### src/rtl/alu4_pkg.sv
package alu4_pkg;
  typedef enum logic [1:0] {
    FN_ADD = 2'b00,
    FN_SUB = 2'b01,
    FN_AND = 2'b10,
    FN_OR  = 2'b11
  } alu4_fn_e;
endpackage

### src/rtl/alu4_bcond.sv
// Invert-or-pass stage for the second adder operand.
module alu4_bcond #(
  parameter int W = 8
) (
  input  logic [W-1:0] b_in,
  input  logic         invert,
  output logic [W-1:0] b_out
);
  for (genvar i = 0; i < W; i++) begin : g_bit
    assign b_out[i] = invert ? ~b_in[i] : b_in[i];
  end
endmodule

### src/rtl/alu4_ripple.sv
// Ripple-carry adder; the carry out of the top bit is not formed.
module alu4_ripple #(
  parameter int W = 8
) (
  input  logic [W-1:0] a,
  input  logic [W-1:0] b,
  input  logic         cin,
  output logic [W-1:0] sum
);
  logic [W-1:0] carry;
  assign carry[0] = cin;
  for (genvar i = 0; i < W; i++) begin : g_fa
    assign sum[i] = a[i] ^ b[i] ^ carry[i];
    if (i < W - 1) begin : g_cy
      assign carry[i+1] = (a[i] & b[i]) | (carry[i] & (a[i] ^ b[i]));
    end
  end
endmodule

### src/rtl/alu4_logic.sv
// Bitwise AND / OR pair with a per-bit select.
module alu4_logic #(
  parameter int W = 8
) (
  input  logic [W-1:0] a,
  input  logic [W-1:0] b,
  input  logic         pick_or,
  output logic [W-1:0] y
);
  for (genvar i = 0; i < W; i++) begin : g_bit
    logic and_b, or_b;
    assign and_b = a[i] & b[i];
    assign or_b  = a[i] | b[i];
    assign y[i]  = pick_or ? or_b : and_b;
  end
endmodule

### src/rtl/alu4_omux.sv
// Output source select: adder or logic path.
module alu4_omux #(
  parameter int W = 8
) (
  input  logic [W-1:0] arith,
  input  logic [W-1:0] logic_r,
  input  logic         take_logic,
  output logic [W-1:0] y
);
  for (genvar i = 0; i < W; i++) begin : g_bit
    assign y[i] = take_logic ? logic_r[i] : arith[i];
  end
endmodule

### src/rtl/alu4_top.sv
module alu4_top
  import alu4_pkg::*;
#(
  parameter int W = 8
) (
  input  logic [W-1:0] opnd_a,
  input  logic [W-1:0] opnd_b,
  input  logic         sel_logic,
  input  logic         sel_alt,
  output logic [W-1:0] result
);
  alu4_fn_e     fn;
  logic [W-1:0] b_cond, sum_w, log_w;

  assign fn = alu4_fn_e'({sel_logic, sel_alt});

  // sel_alt: operand invert, carry-in and AND/OR choice
  alu4_bcond #(.W(W)) u_bcond (
    .b_in(opnd_b), .invert(fn == FN_SUB || fn == FN_OR), .b_out(b_cond)
  );
  alu4_ripple #(.W(W)) u_add (
    .a(opnd_a), .b(b_cond), .cin(sel_alt), .sum(sum_w)
  );
  alu4_logic #(.W(W)) u_log (
    .a(opnd_a), .b(opnd_b), .pick_or(sel_alt), .y(log_w)
  );
  alu4_omux #(.W(W)) u_omux (
    .arith(sum_w), .logic_r(log_w), .take_logic(sel_logic), .y(result)
  );
endmodule

### config.mk
export PLATFORM = sky130hd
export DESIGN_NAME = alu4_top
export DESIGN_NICKNAME = d
export VERILOG_FILES = /design/src/rtl/alu4_pkg.sv /design/src/rtl/alu4_bcond.sv /design/src/rtl/alu4_ripple.sv /design/src/rtl/alu4_logic.sv /design/src/rtl/alu4_omux.sv /design/src/rtl/alu4_top.sv
export SDC_FILE = /design/constraint.sdc
export NUM_CORES = 1
export LEC_CHECK = 0
export ABC_AREA = 0
export ABC_CLOCK_PERIOD_IN_PS = 6300
export BUFFER_PORTS_ARGS = -buffer_cell sky130_fd_sc_hd__buf_2
export CORE_AREA = 2 2 39 41
export DETAILED_ROUTE_END_ITERATION = 12
export DIE_AREA = 0 0 41 43
export PLACE_DENSITY = 0.73
export SETUP_SLACK_MARGIN = 0.2
export SYNTH_ARGS = -nofsm -noshare
export SYNTH_HDL_FRONTEND = slang
export SYNTH_HIERARCHICAL = 1
export SYNTH_SLANG_ARGS = --single-unit
export TNS_END_PERCENT = 1
### constraint.sdc
create_clock -name vclk -period 6.3
set_clock_uncertainty 0.2 [all_clocks]
set_input_delay 1.26 -clock vclk [all_inputs]
set_output_delay 1.26 -clock vclk [all_outputs]
set_load 0.01 [all_outputs]
==> results.toml <==
[setup_path]
crit_chain = "buf_2 > xor2_1 > fa_2 > inv_2 > fa_2 > inv_1 > fa_2 > fa_2 > fa_2 > fa_2 > fa_2 > xor3_1 > mux2_4 > buf_2"
cpMaxStageDelayCell = "fa_2"
cp-start-kind = "input pin"
cp.required_ns = 4.84
cpMostUsedCell = "fa_2"
startpoint = "sel_alt"
crit_fanout = 3
critical_path_class = "in2out"
cpPeakStageDelay_ns = 0.38
end_kind = "output pin"
crit_arrival_ns = 4.54

[min_path]
hp-class = "in2out"
min_from = "opnd_b[2]"
hold_depth = 4

[finish]
design.seq.count = 0
fillCellCount = 130
register_area_sq_um = 0
antennaDiodeCount = 0
syn_to_final_growth_pct = 27.5
final_nets = 91
drive_above_1_share_pct = 79.7
multi_input_area_sq_um = 462
stdcell_count = 80
nClkBuffers = 0

[placement]
port_buffers = 26
placedCellCount = 80
globalplace.congestion = 0.529
dp_hpwl_um = 736

[die]
io_pins = 26
dieWidth_um = 41
core-area_sq_um = 1380
die_height_um = 43
rows = 14
dieArea_sq_um = 1760
initial_core_util_pct = 36.2

[drt]
post_drt_wl_per_cell_um = 10.5
dr_total_vias = 375
drt_pass1_iterations = 3
drt-initial-drc-count = 1
ant_nets = 0
drc = 0
viasPerCell = 4.69
routed_wl_um = 836

[yosys]
synth_top_area_share_pct = 28.0
synthDistinctLibCells = 8
synth_adder_area_share_pct = 46.0
synthesis.area_sq_um = 500
synth_area_leaders = "fa_1 (28%), mux2_4 (24%), maj3_2 (18%), xor2_1 (14%), buf_6 (6.7%)"
synthMuxAreaShare_pct = 24.0
synth-compound-area-share_pct = 0
avgSynthCellArea_sq_um = 12.2
yosysTopAreaCell = "fa_1"
synth_top_family_by_area = "adder cells"
yosysSeqAreaShare_pct = 0
synth_xor_area_share_pct = 18.8
yosysWarningCount = 6
netlist_instances = 41
ys_top_cells_by_count = "maj3_2 (8), mux2_4 (8), xor2_1 (8), fa_1 (7), inv_1 (5)"
syn_nets = 66
synthSimpleGateAreaFrac_pct = 0

[sta]
max_freq_mhz = 167
relSlewSlack_pct = 83.3
tightest_slew_ns = 0.250
finalMaxSlewViolations = 0
finalCritPeriodShare_pct = 95.2
grt_setup_unrepaired = "yes"
period_needed_ns = 6.00
finalSetupViolations = 0
hold_violations = 0
final.setup.tns_ns = 0
timing.hold.ws_ns = 2.82

[pwr]
peakVddDrop_mv = 0.0398
switching_power_uw = 31.5
power-per-cell-area_nw_per_um2 = 116
clock_power_share_pct = 0
p_comb_share_pct = 100.0
swShare_pct = 42.7
power.leakage_nw = 0.319
seq_power_share_pct = 0
cell_internal_pwr_uw = 42.2

[clock_network]
cts_setup_buffers = 0

[run_status]
status = "finished clean"

[global_route]
grt_pass1_vias = 374
overflow = 0
antenna_found_initial = 0
grt_max_degree = 16
grtUsageTotal_pct = 10.8
grt_pass1_wl_mm = 1.41

[run]
maxCapViolations = 0
cell families (layout without fill, tap and decap cells):
logic type	count (synthesis)	in the layout
xor gates and xnor gates	9	9
adders and majority gates	15	15
buffers and inverters	9	32
muxes	8	8
critical path, delay by kind of cell:
family	cells	cell delay [ns]
xor gates and xnor gates	2	0.36
adders and majority gates	7	2.25
buffers and inverters	4	0.39
muxes	1	0.27
layout make-up:
| cell class | count | share of cell area [%] |
|---|---|---|
| Timing Repair Buffer | 27 | 21.6 |
| Multi-Input combinational cell | 32 | 72.4 |
| Tap cell | 16 | 3.14 |
| Inverter | 5 | 2.94 |
stage by stage:
stage	setup slack [ns]	total power [mW]	instance area, sq um	utilization [%]
floorplan	0.209	0.0528	510	-
global placement	0.0735	0.0719	631	45.6
detailed placement	0.0534	0.0751	631	45.6
CTS	0.218	0.0751	633	45.8
global route	0.179	0.0842	638	46.1
finish	0.301	0.0737	638	46.1
cell usage in the layout (no fill, tap or decap), drive strengths merged:
cell type,n
buf,27
fa,7
inv,5
maj3,8
mux2,8
xor2,8
xor3,1
layer usage:
metal / global-route usage [%] / routed length (um) / vias up
met2: 22.8 / 495 / 14
met1: 11.1 / 283 / 181
met4: 0 / 0 / 0
met5: 0 / 0 / -
met3: 0 / 57 / 0
li1: - / - / 180
what timing repair did:
| action | in CTS | in global routing |
|---|---|---|
| endpoints found under the hold margin | 0 | 0 |
| setup endpoints to repair | 1 | 1 |
| pin swaps | 2 | 1 |
| resized for setup | 1 | 3 |
| hold buffers | 0 | 0 |
| gates cloned | 0 | 0 |
final timing paths:
check,endpoint,slack [ns]
max,result[7],0.30
min,result[2],2.82
power by group through the flow:
stage / logic, mW / registers (mW) / clock network [mW]
after floorplan: 0.0528 / 0 / 0
after global placement: 0.0719 / 0 / 0
after detailed placement: 0.0751 / 0 / 0
after CTS: 0.0751 / 0 / 0
after global routing: 0.0842 / 0 / 0
final: 0.0737 / 0 / 0
No activity file was read; power rests on OpenSTA's default activity.
